`src/rtl/cfg_window_pkg.sv`:
```
package cfg_window_pkg;

  // Per-window hit strobes passed from the control to the datapath
  typedef struct packed {
    logic memHit;
    logic romHit;
    logic ioHit;
  } winStrobes_t;

  // Position of the enable flag inside the ROM register
  localparam int ROM_EN_BIT = 0;

endpackage

```
`src/rtl/window_match.sv`:
```
module window_match #(
  parameter int AW        = 32,
  parameter int SIZE_LOG2 = 12
) (
  input  logic          enable,
  input  logic [AW-1:0] addr,
  input  logic [AW-1:0] base,
  output logic          hit
);

  // Bits at and above the window size take part in the compare
  localparam logic [AW-1:0] BASE_MASK = ~((AW'(1) << SIZE_LOG2) - AW'(1));

  always_comb begin
    hit = enable && (((addr ^ base) & BASE_MASK) == '0);
  end

endmodule

```
`src/rtl/cfg_window_decoder_ctrl.sv`:
```
module cfg_window_decoder_ctrl
  import cfg_window_pkg::*;
#(
  parameter int ADDR_W       = 32,
  parameter int IO_ADDR_W    = 16,
  parameter int MEM_WIN_LOG2 = 12,
  parameter int IO_WIN_LOG2  = 6,
  parameter int ROM_WIN_LOG2 = 15
) (
  input  logic                 cmdIoEn,
  input  logic                 cmdMemEn,
  input  logic [ADDR_W-1:0]    memBarBase,
  input  logic [IO_ADDR_W-1:0] ioBarBase,
  input  logic [ADDR_W-1:0]    romBar,
  input  logic                 memReq,
  input  logic [ADDR_W-1:0]    memAddr,
  input  logic                 ioReq,
  input  logic [IO_ADDR_W-1:0] ioAddr,
  output winStrobes_t          strobes
);

  logic memRaw;
  logic romRaw;
  logic ioRaw;
  logic memGate;
  logic romGate;
  logic ioGate;

  always_comb begin
    memGate = memReq && cmdMemEn;
    romGate = memGate && romBar[ROM_EN_BIT];
    ioGate  = ioReq && cmdIoEn;
  end

  window_match #(.AW(ADDR_W), .SIZE_LOG2(MEM_WIN_LOG2)) u_memMatch (
    .enable (memGate),
    .addr   (memAddr),
    .base   (memBarBase),
    .hit    (memRaw)
  );

  window_match #(.AW(ADDR_W), .SIZE_LOG2(ROM_WIN_LOG2)) u_romMatch (
    .enable (romGate),
    .addr   (memAddr),
    .base   (romBar),
    .hit    (romRaw)
  );

  window_match #(.AW(IO_ADDR_W), .SIZE_LOG2(IO_WIN_LOG2)) u_ioMatch (
    .enable (ioGate),
    .addr   (ioAddr),
    .base   (ioBarBase),
    .hit    (ioRaw)
  );

  // ROM decode takes priority over the memory window on overlap
  always_comb begin
    strobes.romHit = romRaw;
    strobes.memHit = memRaw && !romRaw;
    strobes.ioHit  = ioRaw;
  end

endmodule

```
`src/rtl/cfg_window_decoder_dp.sv`:
```
module cfg_window_decoder_dp
  import cfg_window_pkg::*;
#(
  parameter int MEM_WIN_LOG2 = 12,
  parameter int IO_WIN_LOG2  = 6,
  parameter int ROM_WIN_LOG2 = 15
) (
  input  logic                    clk,
  input  logic                    rst_n,
  input  winStrobes_t             strobes,
  input  logic [MEM_WIN_LOG2-1:0] memLow,
  input  logic [ROM_WIN_LOG2-1:0] romLow,
  input  logic [IO_WIN_LOG2-1:0]  ioLow,
  output logic                    memSel,
  output logic [MEM_WIN_LOG2-1:0] memOffset,
  output logic                    romSel,
  output logic [ROM_WIN_LOG2-1:0] romOffset,
  output logic                    ioSel,
  output logic [IO_WIN_LOG2-1:0]  ioOffset
);

  always_ff @(posedge clk) begin
    if (!rst_n) begin
      memSel    <= 1'b0;
      romSel    <= 1'b0;
      ioSel     <= 1'b0;
      memOffset <= '0;
      romOffset <= '0;
      ioOffset  <= '0;
    end else begin
      memSel    <= strobes.memHit;
      romSel    <= strobes.romHit;
      ioSel     <= strobes.ioHit;
      memOffset <= strobes.memHit ? memLow : '0;
      romOffset <= strobes.romHit ? romLow : '0;
      ioOffset  <= strobes.ioHit  ? ioLow  : '0;
    end
  end

endmodule

```
`src/rtl/cfg_window_decoder.sv`:
```
module cfg_window_decoder
  import cfg_window_pkg::*;
#(
  parameter int ADDR_W       = 32,
  parameter int IO_ADDR_W    = 16,
  parameter int MEM_WIN_LOG2 = 12,
  parameter int IO_WIN_LOG2  = 6,
  parameter int ROM_WIN_LOG2 = 15
) (
  input  logic                    clk,
  input  logic                    rst_n,
  input  logic                    cmdIoEn,
  input  logic                    cmdMemEn,
  input  logic [ADDR_W-1:0]       memBarBase,
  input  logic [IO_ADDR_W-1:0]    ioBarBase,
  input  logic [ADDR_W-1:0]       romBar,
  input  logic                    memReq,
  input  logic [ADDR_W-1:0]       memAddr,
  input  logic                    ioReq,
  input  logic [IO_ADDR_W-1:0]    ioAddr,
  output logic                    memSel,
  output logic [MEM_WIN_LOG2-1:0] memOffset,
  output logic                    romSel,
  output logic [ROM_WIN_LOG2-1:0] romOffset,
  output logic                    ioSel,
  output logic [IO_WIN_LOG2-1:0]  ioOffset
);

  winStrobes_t strobes;

  cfg_window_decoder_ctrl #(
    .ADDR_W(ADDR_W), .IO_ADDR_W(IO_ADDR_W), .MEM_WIN_LOG2(MEM_WIN_LOG2),
    .IO_WIN_LOG2(IO_WIN_LOG2), .ROM_WIN_LOG2(ROM_WIN_LOG2)
  ) u_ctrl (
    .cmdIoEn    (cmdIoEn),
    .cmdMemEn   (cmdMemEn),
    .memBarBase (memBarBase),
    .ioBarBase  (ioBarBase),
    .romBar     (romBar),
    .memReq     (memReq),
    .memAddr    (memAddr),
    .ioReq      (ioReq),
    .ioAddr     (ioAddr),
    .strobes    (strobes)
  );

  cfg_window_decoder_dp #(
    .MEM_WIN_LOG2(MEM_WIN_LOG2), .IO_WIN_LOG2(IO_WIN_LOG2), .ROM_WIN_LOG2(ROM_WIN_LOG2)
  ) u_dp (
    .clk       (clk),
    .rst_n     (rst_n),
    .strobes   (strobes),
    .memLow    (memAddr[MEM_WIN_LOG2-1:0]),
    .romLow    (memAddr[ROM_WIN_LOG2-1:0]),
    .ioLow     (ioAddr[IO_WIN_LOG2-1:0]),
    .memSel    (memSel),
    .memOffset (memOffset),
    .romSel    (romSel),
    .romOffset (romOffset),
    .ioSel     (ioSel),
    .ioOffset  (ioOffset)
  );

endmodule

```
`config.mk`:
```
export PLATFORM = sky130hd
export DESIGN_NAME = cfg_window_decoder
export DESIGN_NICKNAME = d
export VERILOG_FILES = /design/src/rtl/cfg_window_pkg.sv /design/src/rtl/window_match.sv /design/src/rtl/cfg_window_decoder_ctrl.sv /design/src/rtl/cfg_window_decoder_dp.sv /design/src/rtl/cfg_window_decoder.sv
export SDC_FILE = /design/constraint.sdc
export NUM_CORES = 1
export LEC_CHECK = 0
export ABC_AREA = 1
export BUFFER_PORTS_ARGS = -buffer_cell sky130_fd_sc_hd__buf_4
export CAP_MARGIN = 20
export CORE_ASPECT_RATIO = 0.7
export CORE_MARGIN = 2
export CORE_UTILIZATION = 35
export CTS_BUF_LIST = sky130_fd_sc_hd__clkbuf_16
export DETAILED_ROUTE_END_ITERATION = 7
export PLACE_DENSITY = 0.77
export SLEW_MARGIN = 30
export SYNTH_ARGS = -nofsm -noshare
export SYNTH_HDL_FRONTEND = slang
export SYNTH_HIERARCHICAL = 1
export SYNTH_SLANG_ARGS = --single-unit
```
`constraint.sdc`:
```
create_clock -name clk -period 2.16 [get_ports clk]
set_input_delay 0.216 -clock clk [delete_from_list [all_inputs] [get_ports clk]]
set_output_delay 0.216 -clock clk [all_outputs]
set_load 0.05 [all_outputs]
```
==> results_dict.tcl <==
set metrics [dict create \
    status "finished, final reports clean" \
    clockBufferDepth 2 \
    syn_nets 480 \
    drt_wl_total_um 5335 \
    post_drt_via_cell_ratio 3.961 \
    die_y_um 67.02 \
    power_density_nw_per_um2 542.8 \
    cp-end-kind "register" \
    ys_seq_area_frac 0.3629 \
    hold_buffers 0 \
    post_cts_resized 0 \
    antenna_found_initial 0 \
    grt_pass1_vias 2060 \
    dr.pass1.iters 4 \
    nNetsFinal 620 \
    ant_nets 0 \
    cts_setup_buffers 0 \
    final_common_cell "buf_4" \
    die_w_um 94.03 \
    syn_area_sq_um 1986 \
    rsz0062_at_grt "no" \
    slew_headroom 0.6820 \
    cell_internal_pwr_uw 1376 \
    clockRootBuffer "clkbuf_16" \
    drc 0 \
    period_minus_slack_ns 1.404 \
    sw_frac_of_total 0.2151 \
    finalMaxSlewViolations 0 \
    synthCells 346 \
    cp_common_cell "nor2_1" \
    tightest_slew_ns 0.4758 \
    seq_power_share 0.379 \
    cts_buffers 5 \
    critPathMaxStageDelay_ns 0.36 \
    gp_congestion 0.8024 \
    p_leak_uw 0.002114 \
    cts_tree "yes" \
    crit_chain "buf_4 > nand2_1 > nor2_2 > a21boi_1 > nand2_1 > nor2_1 > nand3_1 > nor2_1 > nor2_1 > nand2_1 > nor2_1" \
    cp_slowest_cell "nand2_1" \
    layout_common_cells "137 x buf_4, 113 x inv_1, 106 x nand2_1, 60 x nor2_1, 36 x dfxtp_1" \
    p_clk_frac 0.447 \
    io_pins 170 \
    initial_core_util 0.3699 \
    yosys_warnings 6 \
    max-vdd-ir-drop_uv 289.8 \
    p_comb_frac 0.174 \
    finalHoldViolations 0 \
    finalSetupTns_ns 0 \
    yosys_register_bits 36 \
    syn2layout_area_growth_pct 62.70 \
    dp_hpwl_um 4573 \
    synth_area_per_cell_sq_um 5.739 \
    crit_fanout 13 \
    cts.sinks 36 \
    synth_cell_types 16 \
    cp.arrival_ns 1.55 \
    grt-ovfl-total 0 \
    cts_max_level 2 \
    rows 22 \
    grt_max_degree 17 \
    track_usage 0.1734 \
    via_count 2214 \
    diodes 0 \
    hold_class "in2reg" \
    start_kind "input pin" \
    layout-drive-gt1-share 0.3060 \
    die_area_sq_um 6302 \
    core_sq_um 5368 \
    first_iter_violations 72 \
    portBuffers 137 \
    fmax_mhz 712.1 \
    setup_violations 0 \
    crit_type "in2reg" \
    clkTransAtPathRegs_ns 0.05 \
    period_share 0.6502 \
    grt_pass1_wl_um 8487 \
    final_util 0.6019 \
    cap_violations 0 \
    p_switching_uw 377.1 \
    fill_cells 518 \
    wl_per_cell_um 9.544 \
    cp.required_ns 2.31 \
]
## area by class of cell
cell class,count,area [sq um],share of cell area
repair buffers,137,1028,0.3184
inverters,113,424.2,0.1313
flip-flops and latches,36,720.7,0.2231
clock buffers,5,125.1,0.03873
well taps,72,90.09,0.02789
clock inverters,3,38.79,0.01201
multi-input cells,193,803.3,0.2486
## stage by stage
step / std cells / hold WS, ns / setup WS (ns) / total power, uW / instance area [sq um]
floorplan: 346 / 0.3282 / 0.8888 / 798.3 / 1986
global placement: 551 / 0.4292 / 0.4852 / 975.6 / 3067
detailed placement: 551 / 0.4376 / 0.4364 / 984.3 / 3067
CTS: 559 / 0.1536 / 0.7271 / 1778 / 3231
global route: 559 / 0.1584 / 0.5451 / 1841 / 3231
finish: 559 / 0.1581 / 0.7556 / 1754 / 3231
## worst paths after layout
check,from,endpoint,slack (ns),cells past startpoint
worst min-delay path,ioAddr[3],u_dp/ioOffset[3],0.16,3
worst max-delay path,memReq,u_dp/memOffset[5],0.76,11
## cell families after synthesis
family	count (synthesis)	synth area share
and+or+nand+nor	176	0.3415
AOI/OAI and AO/OA	8	0.02331
xor gates and xnor gates	9	0.03970
DFF	36	0.3629
buffers and inverters	117	0.2325
## power by group through the flow
| stage | registers, uW | logic [uW] | clock network (uW) |
|---|---|---|---|
| after floorplan | 679 | 120 | 0 |
| after global placement | 679 | 297 | 0 |
| after detailed placement | 679 | 306 | 0 |
| after CTS | 664 | 307 | 807 |
| after global routing | 664 | 346 | 831 |
| final | 665 | 306 | 783 |
## Yosys cell counts (all sizes together)
| cell type | n | area, sq um |
|---|---|---|
| a21oi | 1 | 5.000 |
| o22ai | 3 | 18.77 |
| inv | 113 | 424.2 |
| xor2 | 3 | 26.28 |
| a21boi | 1 | 7.510 |
| buf | 4 | 37.53 |
| o21ai | 3 | 15.01 |
| nand3 | 6 | 30.03 |
| dfxtp | 36 | 720.7 |
| xnor2 | 6 | 52.55 |
| nor2 | 63 | 244.0 |
| nand2 | 107 | 404.1 |
## flip-flops by register name, indices dropped and copies added, names as in the netlist
name / cells
u_dp/romSel: 1
u_dp/ioOffset: 6
u_dp/ioSel: 1
u_dp/romOffset: 15
u_dp/memOffset: 12
u_dp/memSel: 1
## worst max-delay path, delay by kind of cell
kind	cells	cell delay (ns)
simple gates	9	1.09
compound gates	1	0.15
buf+inv	1	0.08
## per-layer routing
layer | GRT usage | routed length, um | up-vias
met2 | 0.3098 | 2464 | 84
li1 | - | - | 1223
met5 | 0 | 0 | -
met3 | 0.05204 | 461 | 7
met4 | 0.04348 | 59 | 0
met1 | 0.2041 | 2349 | 900
Note: power is estimated with default switching activity, not from simulation.
